File: src/rtl/odd_tick_div_pkg.sv
package odd_tick_div_pkg;

  localparam int CODE_W    = 5;
  localparam int ODD_SEL_W = 2;
  localparam int PRE_SEL_W = CODE_W - ODD_SEL_W;
  localparam int PRE_CNT_W = (1 << PRE_SEL_W) - 1;
  localparam int ODD_CNT_W = ODD_SEL_W + 1;

  typedef struct packed {
    logic [PRE_SEL_W-1:0] pre_sel;
    logic [ODD_SEL_W-1:0] odd_sel;
  } div_code_t;

endpackage

File: src/rtl/odd_tick_div_rst_sync.sv
module odd_tick_div_rst_sync #(
  parameter int STAGES = 2
) (
  input  logic clk,
  input  logic rst_n,
  output logic rst_sync_n
);

  logic [STAGES-1:0] sync_q;

  always_ff @(posedge clk or negedge rst_n) begin
    if (!rst_n) begin
      sync_q <= '0;
    end else begin
      sync_q <= {sync_q[STAGES-2:0], 1'b1};
    end
  end

  assign rst_sync_n = sync_q[STAGES-1];

endmodule

File: src/rtl/odd_tick_div_decode.sv
module odd_tick_div_decode
  import odd_tick_div_pkg::*;
(
  input  div_code_t              code,
  output logic [PRE_CNT_W-1:0]   pre_last,
  output logic [ODD_CNT_W-1:0]   odd_last
);

  // Odd factor 2s+1 counts 0..2s, so the terminal value is s shifted left.
  assign odd_last = {code.odd_sel, 1'b0};

  // Prescale 2^n counts 0..2^n-1: a mask of n low ones.
  for (genvar gi = 0; gi < PRE_CNT_W; gi++) begin : g_mask
    assign pre_last[gi] = (code.pre_sel > PRE_SEL_W'(gi));
  end

endmodule

File: src/rtl/odd_tick_div_stage.sv
module odd_tick_div_stage #(
  parameter int W = 4
) (
  input  logic         clk,
  input  logic         rst_n,
  input  logic         clr,
  input  logic         step,
  input  logic [W-1:0] last,
  output logic [W-1:0] cnt,
  output logic         wrap
);

  logic [W-1:0] cnt_q;
  logic [W-1:0] cnt_d;
  logic         at_last;
  logic         load_en;

  assign at_last = (cnt_q == last);
  assign wrap    = step & at_last;
  assign load_en = clr | step;

  always_comb begin
    cnt_d = cnt_q;
    if (clr) begin
      cnt_d = '0;
    end else if (step) begin
      cnt_d = at_last ? '0 : cnt_q + 1'b1;
    end
  end

  always_ff @(posedge clk or negedge rst_n) begin
    if (!rst_n) begin
      cnt_q <= '0;
    end else if (load_en) begin
      cnt_q <= cnt_d;
    end
  end

  assign cnt = cnt_q;

endmodule

File: src/rtl/odd_tick_div.sv
module odd_tick_div
  import odd_tick_div_pkg::*;
#(
  parameter logic [CODE_W-1:0] RST_CODE    = '0,
  parameter int                SYNC_STAGES = 2
) (
  input  logic              clk,
  input  logic              rst_n,
  input  logic [CODE_W-1:0] div_code,
  input  logic              div_wr,
  output logic              tick
);

  logic                 rst_sync_n;
  div_code_t            code_q;
  logic [PRE_CNT_W-1:0] pre_last;
  logic [ODD_CNT_W-1:0] odd_last;
  logic [PRE_CNT_W-1:0] pre_cnt;
  logic [ODD_CNT_W-1:0] odd_cnt;
  logic                 pre_wrap;
  logic                 odd_wrap;
  logic                 tick_d;
  logic                 tick_q;

  odd_tick_div_rst_sync #(.STAGES(SYNC_STAGES)) u_rst_sync (
    .clk        (clk),
    .rst_n      (rst_n),
    .rst_sync_n (rst_sync_n)
  );

  // Divisor code register, loaded only on the write strobe.
  always_ff @(posedge clk or negedge rst_sync_n) begin
    if (!rst_sync_n) begin
      code_q <= div_code_t'(RST_CODE);
    end else if (div_wr) begin
      code_q <= div_code_t'(div_code);
    end
  end

  odd_tick_div_decode u_decode (
    .code     (code_q),
    .pre_last (pre_last),
    .odd_last (odd_last)
  );

  // Power-of-two prescaler, advancing every cycle.
  odd_tick_div_stage #(.W(PRE_CNT_W)) u_pre (
    .clk   (clk),
    .rst_n (rst_sync_n),
    .clr   (div_wr),
    .step  (1'b1),
    .last  (pre_last),
    .cnt   (pre_cnt),
    .wrap  (pre_wrap)
  );

  // Odd-factor counter, advancing on each prescaler wrap.
  odd_tick_div_stage #(.W(ODD_CNT_W)) u_odd (
    .clk   (clk),
    .rst_n (rst_sync_n),
    .clr   (div_wr),
    .step  (pre_wrap),
    .last  (odd_last),
    .cnt   (odd_cnt),
    .wrap  (odd_wrap)
  );

  // A write on a terminal edge wins: no tick, fresh phase.
  always_comb begin
    tick_d = odd_wrap & ~div_wr;
  end

  always_ff @(posedge clk or negedge rst_sync_n) begin
    if (!rst_sync_n) begin
      tick_q <= 1'b0;
    end else begin
      tick_q <= tick_d;
    end
  end

  assign tick = tick_q;

endmodule

File: config.mk
export PLATFORM = sky130hd
export DESIGN_NAME = odd_tick_div
export DESIGN_NICKNAME = d
export VERILOG_FILES = /design/src/rtl/odd_tick_div_pkg.sv /design/src/rtl/odd_tick_div_rst_sync.sv /design/src/rtl/odd_tick_div_decode.sv /design/src/rtl/odd_tick_div_stage.sv /design/src/rtl/odd_tick_div.sv
export SDC_FILE = /design/constraint.sdc
export NUM_CORES = 1
export LEC_CHECK = 0
export ABC_AREA = 0
export CELL_PAD_IN_SITES_DETAIL_PLACEMENT = 1
export CELL_PAD_IN_SITES_GLOBAL_PLACEMENT = 1
export CORE_MARGIN = 2
export CORE_UTILIZATION = 48
export DETAILED_ROUTE_END_ITERATION = 16
export DONT_BUFFER_PORTS = 1
export GPL_TIMING_DRIVEN = 0
export HOLD_SLACK_MARGIN = 0.12
export PLACE_DENSITY_LB_ADDON = 0.1
export SLEW_MARGIN = 10
export SYNTH_ARGS = -nofsm -noshare
export SYNTH_HDL_FRONTEND = slang
export SYNTH_HIERARCHICAL = 1
export SYNTH_SLANG_ARGS = --single-unit
File: constraint.sdc
create_clock -name clk -period 0.8 [get_ports clk]
set_input_delay 0.16 -clock clk [delete_from_list [all_inputs] [get_ports clk]]
set_output_delay 0.16 -clock clk [all_outputs]
set_load 0.01 [all_outputs]
==> reports/results.ini, run 1 <==
[status]
status = finished, violations left
failed_checks = negative setup slack

[global_route]
grt_max_degree = 17
antenna_found_initial = 0
overflow = 0
first_global_vias = 826
grt_usage_pct = 23.50
grt_pass1_wl_mm = 4.167

[critical_path]
critical_path_class = reg -> reg
start_kind = flop
end_kind = flop
r2r_setup_slack_ns = -1.20
arrival_ns = 2.20
r2r-start = code_q[2]$_DFFE_PN0P_
path_max_fanout = 8
r2r-end = u_odd/cnt[0]$_DFFE_PN0P_
crit_required_ns = 1.00
ff2ff_path_depth = 6

[power_and_ir_drop]
power_density_nw_per_um2 = 1405
p_leak_nw = 0.5045
ir_drop_mv = 1.345

[finish]
finalNonFillerCells = 134
layout-drive-gt1-share_pct = 36.45
final_nets = 119
area_growth_syn_to_layout_pct = 25.13
diodes = 0

[sta]
timing.final.hold_violations = 0
finClkSkew_ns = 0.001680
finalCritPeriodShare_pct = 250.1
fmax_mhz = 499.7
setup_ws_ns = -1.201
maxSlewViolCount = 0
min_period_ns = 2.001
finalSetupTns_ns = -13.79
setup_violations = 17
rsz0062_at_grt = yes

[drt]
drc = 0
routed_wirelength_mm = 2.705
drtPass1Iterations = 4
viasPerCell = 5.649
routed-via-count = 757
ant_nets = 0
drt_iter0_markers = 12
wl_per_cell_um = 20.19

[placed_design]
dp_cells = 121
place.gp.congestion = 0.7177
dp_slack_ns = -1.413
port_buffers = 0

[synth]
seq_area_frac_synth_pct = 45.23
synth.top_cell.area_share_pct = 45.23
synth_area_per_cell_um2 = 11.07
synth_top_cell_by_area = dfrtp_1
yosysWarnings = 6
syn_area_um2 = 996.0
synth_edf_count = 0
synth_flop_cell = dfrtp_1
yosys-top-cells-area = dfrtp_1, xor2_1, mux2_2, xnor2_1, a211oi_1
ys_seq_elements = 18
ys_types = 34
async_flop_share_pct = 100.0
syn_inst = 90

[job]
maxCapViolations = 0

[floorplanning]
chipHeight_um = 49.55
die_area_um2 = 2455
num_io_pins = 9
core_um2 = 1962
start_util_pct = 50.77
row_count = 16
die_w_um = 49.55

[clocking]
path_clk_slew_ns = 0.09
clock_latency_ns = 0.28
numClockSinks = 18
h-tree-depth = 1
cts_root_buffer = clkbuf_4
tritoncts = yes
numCtsBuffers = 3
clk_path_buf_depth = 2

[hold_path]
holdCritPathClass = in -> async

-- routing by layer --
| metal | track usage, % | share of wire [%] | vias up |
|---|---|---|---|
| met5 | 0 | 0 | - |
| met1 | 27.02 | 44 | 393 |
| met2 | 39.33 | 51 | 16 |
| li1 | - | - | 342 |
| met4 | 13.43 | 2.6 | 0 |
| met3 | 6.061 | 2.4 | 6 |
-- cells in the final DEF (no fill, tap or decap), types with 2 or more instances in the layout --
master	n
a211oi_2	4
a21oi_1	3
and2_2	2
and3_2	2
buf_4	5
clkbuf_1	2
clkbuf_4	3
conb_1	7
dfrtp_1	14
dfrtp_2	4
dlygate4sd3_1	7
ha_1	2
inv_1	2
mux2_2	5
nand2_1	3
nand2b_1	2
nor2_1	3
o2111ai_1	2
xnor2_1	6
xor2_1	6
xor2_2	2
-- cell families after synthesis --
group | synth area share (%)
other cells | 1.131
compound gates | 14.07
xor+xnor | 12.31
simple gates | 14.82
flops | 45.23
fa+ha+maj | 2.512
buf+inv | 4.271
mux | 5.653
-- how the worst max path moves through the flow --
stage                          startpoint                        to  slack, ns  depth (start not counted)
global route        code_q[2]$_DFFE_PN0P_  u_odd/cnt[2]$_DFFE_PN0P_      -1.30                          6
detailed placement  code_q[4]$_DFFE_PN0P_  u_odd/cnt[2]$_DFFE_PN0P_      -1.41                          7
finish              code_q[2]$_DFFE_PN0P_  u_odd/cnt[0]$_DFFE_PN0P_      -1.20                          6
global placement    code_q[4]$_DFFE_PN0P_  u_odd/cnt[2]$_DFFE_PN0P_      -1.37                          6
CTS                 code_q[4]$_DFFE_PN0P_  u_odd/cnt[1]$_DFFE_PN0P_      -1.12                          7
floorplan           code_q[4]$_DFFE_PN0P_  u_odd/cnt[2]$_DFFE_PN0P_      -1.15                          6
-- flip-flops by register name, indices dropped and copies added (netlist names) --
| name | cells |
|---|---|
| tick | 1 |
| u_odd/cnt | 3 |
| code_q | 5 |
| u_pre/cnt | 7 |
| u_rst_sync/sync_q | 2 |
-- worst max-delay path, cell delays in order, from the launching register on --
cell and delay, ns:
dfrtp_2 0.45, or3_4 0.40, xor2_2 0.17, nor4_4 0.32
and2_4 0.26, o311ai_1 0.13, a21oi_1 0.18
-- report_power, final --
part	leakage [nW]	total, mW	switching (mW)	internal (mW)
Combinational	0.261	0.304	0.147	0.157
Sequential	0.230	1.02	0.0722	0.953
Clock	0.0138	0.421	0.247	0.175
Total	0.505	1.75	0.466	1.28
-- per-stage QoR --
step	hold slack (ns)	total power, mW	area (µm²)	util, %
floorplan	-0.1356	1.200	1028	-
global placement	-0.1356	1.230	1062	54.15
detailed placement	-0.1356	1.246	1062	54.15
CTS	-0.07998	1.742	1247	63.58
global route	0.1063	1.860	1246	63.52
finish	0.1137	1.750	1246	63.52
-- Yosys cell counts, types with 2 or more instances --
library cell / count
a211oi_1: 4
ha_1: 2
o311ai_0: 2
clkbuf_1: 2
and2_2: 3
o2111ai_1: 2
nand2b_1: 2
xor2_1: 8
conb_1: 3
buf_4: 3
nand2_1: 3
xnor2_1: 6
mux2_2: 5
nor2_1: 3
a21oi_1: 4
dfrtp_1: 18
inv_1: 2
and3_2: 2
-- cell type report --
| type | count | area [µm²] |
|---|---|---|
| timing repair buffer | 10 | 96.34 |
| fill | 209 | 715.7 |
| tap | 27 | 33.78 |
| buffer | 6 | 35.03 |
| clock buffer | 3 | 22.52 |
| multi-input combinational | 68 | 595.6 |
| sequential | 18 | 455.4 |
| inverter | 2 | 7.507 |
-- timing repair --
| action | CTS | global route |
|---|---|---|
| gates cloned | 0 | 0 |
| setup endpoints to repair | 15 | 34 |
| pin swaps | 11 | 4 |
| resized for setup | 14 | 4 |
| hold buffers | 7 | 1 |
| hold endpoints to repair | 11 | 11 |
| buffers inserted | 4 | 1 |
(Power assumes the default switching activity.)
==> run 2, diff against run 1 <==
--- a/config.mk
+++ b/config.mk
@@ -6,12 +6,12 @@
 export NUM_CORES = 1
 export LEC_CHECK = 0
 export ABC_AREA = 0
+export BUFFER_PORTS_ARGS = -buffer_cell sky130_fd_sc_hd__buf_2
 export CELL_PAD_IN_SITES_DETAIL_PLACEMENT = 1
 export CELL_PAD_IN_SITES_GLOBAL_PLACEMENT = 1
 export CORE_MARGIN = 2
-export CORE_UTILIZATION = 48
+export CORE_UTILIZATION = 45
 export DETAILED_ROUTE_END_ITERATION = 16
-export DONT_BUFFER_PORTS = 1
 export GPL_TIMING_DRIVEN = 0
 export HOLD_SLACK_MARGIN = 0.12
 export PLACE_DENSITY_LB_ADDON = 0.1
==> reports/results.ini, run 2 (same netlist as run 1, synthesis figures left out) <==
[power_and_ir_drop]
ir_drop_mv = 0.9797
p_leak_nw = 0.5322
power_density_nw_per_um2 = 1482
swShare_pct = 26.24
pwr-share-clk_pct = 30.2
p_switching_mw = 0.4938
p_int_mw = 1.388
pwr-share-seq_pct = 53.9
combPwrFrac_pct = 16.0

[placed_design]
dp_cells = 130
dp_slack_ns = -1.462
post-dp-hpwl_mm = 1.443
place.gp.congestion = 0.7421
placed_area_um2 = 1104
port_buffers = 8

[drt]
routed_wirelength_mm = 2.148
drc = 0
viasPerCell = 5.186
drt_iter0_markers = 2
routed-via-count = 726
wl_per_cell_um = 15.34
drtPass1Iterations = 3
ant_nets = 0

[hold_path]
holdPathStages = 2
holdCritPathClass = in -> reg

[critical_path]
start_kind = flop
worstSetupEndpoint = u_odd/cnt[2]$_DFFE_PN0P_
ff2ff_path_depth = 6
crit_required_ns = 0.99
arrival_ns = 2.11
end_kind = flop
critical_path_class = reg -> reg
path_max_fanout = 8
r2r-start = code_q[2]$_DFFE_PN0P_
r2r-end = u_odd/cnt[2]$_DFFE_PN0P_
r2r_setup_slack_ns = -1.12
critPathLaunch = code_q[2]$_DFFE_PN0P_

[global_route]
overflow = 0
antenna_found_initial = 0
grt_usage_pct = 19.30
grt_pass1_wl_mm = 3.532
grt_max_degree = 17
first_global_vias = 798

[floorplanning]
core_um2 = 2148
num_io_pins = 9
chipHeight_um = 51.05
start_util_pct = 46.36
die_area_um2 = 2606
row_count = 17
die_w_um = 51.05

[finish]
area_growth_syn_to_layout_pct = 27.51
final_common_cell = dfrtp_1
finalNonFillerCells = 140
fillerInstances = 229
diodes = 0
utilization_pct = 59.11
final_cell_mix = dfrtp_1, buf_2, buf_4, conb_1
final_nets = 123
final_area_um2 = 1270
layout-drive-gt1-share_pct = 43.75
largest_reg_flops = 7

[clocking]
numClockSinks = 18
tritoncts = yes
clk_path_buf_depth = 2
cts_hold_buf = 1
path_clk_slew_ns = 0.11
clock_latency_ns = 0.30
numCtsBuffers = 3
h-tree-depth = 1
cts_root_buffer = clkbuf_4

[sta]
setup_ws_ns = -1.115
rsz0062_at_grt = yes
min_period_ns = 1.915
fmax_mhz = 522.1
finalCritPeriodShare_pct = 239.4
finClkSkew_ns = 0.008245
setup_violations = 15
timing.final.hold_violations = 0
finalSetupTns_ns = -11.63
maxSlewViolCount = 0

[job]
maxCapViolations = 0

[status]
failed_checks = negative setup slack
status = finished, violations left

[run 2: changes by cell type in the layout (fill, tap and decap cells not counted), sizes merged]
cell and delta:
dlygate4sd3 -6, clkbuf +1, buf +10
[run 2: how the worst min path moves through the flow]
stage | startpoint | slack [ns] | to
6_report | div_code[1] | 0.08 | code_q[1]$_DFFE_PN0P_
5_1_grt | div_code[1] | 0.08 | code_q[1]$_DFFE_PN0P_
4_1_cts | div_code[1] | 0.08 | code_q[1]$_DFFE_PN0P_
3_5_place_dp | rst_n | -0.05 | u_rst_sync/sync_q[1]$_DFF_PN0_
3_3_place_gp | rst_n | -0.06 | u_rst_sync/sync_q[1]$_DFF_PN0_
2_1_floorplan | rst_n | -0.14 | u_rst_sync/sync_q[0]$_DFF_PN0_
[run 2: power by group through the flow]
stage	clock, mW	combinational [mW]	sequential, mW
6_report	0.567	0.301	1.01
5_1_grt	0.622	0.329	1.03
4_1_cts	0.581	0.265	1.02
3_5_place_dp	0	0.241	1.04
3_3_place_gp	0	0.228	1.03
2_1_floorplan	0	0.188	1.01
[run 2: layout make-up]
cell class / instances / area, µm² / share of cell area (%)
repair buffers: 14 / 95.09 / 7.488
multi-input cells: 68 / 606.8 / 47.78
clock buffers: 4 / 36.28 / 2.857
plain buffers: 6 / 35.03 / 2.759
inverters: 2 / 7.507 / 0.5911
well taps: 28 / 35.03 / 2.759
flip-flops and latches: 18 / 454.2 / 35.76
[run 2: what timing repair did]
item	in CTS	in global routing
cloned	0	0
resized for setup	6	11
buffers inserted	3	2
endpoints found under the setup margin	15	15
endpoints found under the hold margin	7	5
pin swaps	3	8
[run 2: per-stage QoR]
stage               total power [mW]  hold WS [ns]
detailed placement             1.276      -0.05420
global placement               1.256      -0.05531
finish                         1.882       0.08177
global route                   1.976       0.07616
floorplan                      1.200       -0.1356
CTS                            1.864       0.07782
[run 2: worst max-delay path, cell delays in order, from the launching register on]
cell       delay [ns]
dfrtp_1          0.43
or3_4            0.42
xor2_2           0.16
nor4_4           0.30
and2_4           0.23
a21oi_2          0.06
a2111oi_2        0.20
[run 2: layer usage]
layer	global-route usage, %	vias up	wire, µm	part of all wire, %
met3	3.509	4	51	2.4
met5	0	-	0	0
met4	10.81	0	66	3.1
met1	21.99	362	893	42
met2	33.77	6	1135	53
li1	-	354	-	-
==> run 3, diff against run 2 <==
--- a/config.mk
+++ b/config.mk
@@ -15,6 +15,7 @@
 export GPL_TIMING_DRIVEN = 0
 export HOLD_SLACK_MARGIN = 0.12
 export PLACE_DENSITY_LB_ADDON = 0.1
+export REMOVE_ABC_BUFFERS = 1
 export SLEW_MARGIN = 10
 export SYNTH_ARGS = -nofsm -noshare
 export SYNTH_HDL_FRONTEND = slang
==> reports/results.ini, run 3 (same netlist as run 1, synthesis figures left out) <==
[critical_path]
crit_chain = or2_4 > xnor2_2 > nand4_1 > nor4_4 > and2_4 > buf_6 > and3_4 > a2111oi_4
crit_family = simple AND/OR/NAND/NOR gates
r2r-start = code_q[3]$_DFFE_PN0P_
r2r-end = u_odd/cnt[2]$_DFFE_PN0P_
critPathLaunch = code_q[3]$_DFFE_PN0P_
cp_num_buf_inv = 1
r2r_setup_slack_ns = -1.32
end_kind = flop
crit_required_ns = 0.96
ff2ff_path_depth = 8
arrival_ns = 2.29
slowest_delay_ns = 0.46
start_kind = flop
critical_path_class = reg -> reg
critical-path-slowest-cell = dfrtp_2
path_max_fanout = 6

[placed_design]
post-dp-hpwl_mm = 1.441
place.gp.congestion = 0.6750
port_buffers = 8
dp_slack_ns = -1.688
dp_cells = 124

[floorplanning]
num_io_pins = 9
die_w_um = 51.05
start_util_pct = 46.36
row_count = 17
die_area_um2 = 2606
chipHeight_um = 51.05
core_um2 = 2148

[drt]
drc = 0
ant_nets = 0
drt_iter0_markers = 9
wl_met3_um = 30
viasPerCell = 5.210
drtPass1Iterations = 2
wl_met2_mm = 1.313
routed-via-count = 719
routed_wirelength_mm = 2.301
m1WireLength_um = 929
wl_per_cell_um = 16.67
top_layer_used = met4

[clocking]
clk_path_buf_depth = 2
cts_root_buffer = clkbuf_4
tritoncts = yes
path_clk_slew_ns = 0.10
h-tree-depth = 1
cts_hold_buf = 1
clock_latency_ns = 0.29
numCtsBuffers = 3
numClockSinks = 18

[finish]
area_growth_syn_to_layout_pct = 25.75
diodes = 0
fillerInstances = 228
final_cell_mix = dfrtp_1, buf_2, conb_1, xor2_1, buf_4
layout-drive-gt1-share_pct = 43.64
final_common_cell = dfrtp_1
finalNonFillerCells = 138
final_nets = 121
utilization_pct = 58.30
largest_reg_flops = 7

[status]
failed_checks = negative setup slack
status = finished, violations left

[hold_path]
holdCritPathClass = in -> reg
worstHoldStart = div_code[4]
worstHoldEndpoint = code_q[4]$_DFFE_PN0P_
holdPathStages = 2

[global_route]
grt_pass1_wl_mm = 3.463
grt_usage_pct = 18.31
overflow = 0
antenna_found_initial = 0
grt_max_degree = 21
first_global_vias = 758

[sta]
finalCritPeriodShare_pct = 265.1
finClkSkew_ns = 0.003113
fmax_mhz = 471.5
maxSlewViolCount = 0
setup_ws_ns = -1.321
setup_violations = 15
timing.final.hold_violations = 0
rsz0062_at_grt = yes
min_period_ns = 2.121

[power_and_ir_drop]
p_leak_nw = 0.5346
power_density_nw_per_um2 = 1501
swShare_pct = 26.28
p_int_mw = 1.386
pwr-share-seq_pct = 54.3
ir_drop_mv = 1.142
combPwrFrac_pct = 16.1
p_switching_mw = 0.4941
pwr-share-clk_pct = 29.6

[job]
maxCapViolations = 0

run 3: through the flow:
step	hold WS [ns]	power (mW)	TNS [ns]	cell area, µm²
global route	0.1018	1.962	-14.11	1252
floorplan	-0.1356	1.163	-10.40	975.9
global placement	-0.05512	1.223	-14.03	1051
CTS	0.09895	1.826	-12.18	1162
detailed placement	-0.05192	1.245	-15.93	1051
finish	0.09685	1.880	-13.37	1252
run 3: layout make-up:
cell class                 instances  area, µm²  share of cell area (%)
timing repair buffer              18      128.9                   10.29
inverter                           2      7.507                  0.5994
tap                               28      35.03                   2.797
clock buffer                       4      36.28                   2.897
multi-input combinational         68      590.6                   47.15
sequential                        18      454.2                   36.26
run 3: repair_timing:
item                                    in CTS  in global routing
resized for setup                           13                  8
endpoints found under the setup margin      15                 15
pin swaps                                    7                  8
setup buffers                                3                  6
endpoints found under the hold margin        6                  5
run 3: worst max-delay path by stage:
stage	to	slack (ns)	depth (start not counted)
floorplan	u_odd/cnt[2]$_DFFE_PN0P_	-1.26	6
global placement	u_odd/cnt[2]$_DFFE_PN0P_	-1.51	7
detailed placement	u_odd/cnt[2]$_DFFE_PN0P_	-1.69	7
CTS	u_odd/cnt[2]$_DFFE_PN0P_	-1.28	6
global route	u_odd/cnt[2]$_DFFE_PN0P_	-1.37	8
finish	u_odd/cnt[2]$_DFFE_PN0P_	-1.32	8
run 3: worst register-to-register path: stages (launching register included):
cell       delay, ns
dfrtp_2         0.46
or2_4           0.27
xnor2_2         0.17
nand4_1         0.18
nor4_4          0.36
and2_4          0.22
buf_6           0.10
and3_4          0.18
a2111oi_4       0.05
run 3: power by group through the flow:
stage / logic (mW) / clock network, mW / registers (mW)
floorplan: 0.151 / 0 / 1.01
global placement: 0.192 / 0 / 1.03
detailed placement: 0.209 / 0 / 1.04
CTS: 0.236 / 0.568 / 1.02
global route: 0.324 / 0.608 / 1.03
finish: 0.302 / 0.557 / 1.02
run 3: metal layers:
layer | global-route usage [%] | vias up
met4 | 6.757 | 0
li1 | - | 348
met1 | 20.30 | 361
met5 | 0 | -
met2 | 35.50 | 6
met3 | 1.754 | 4
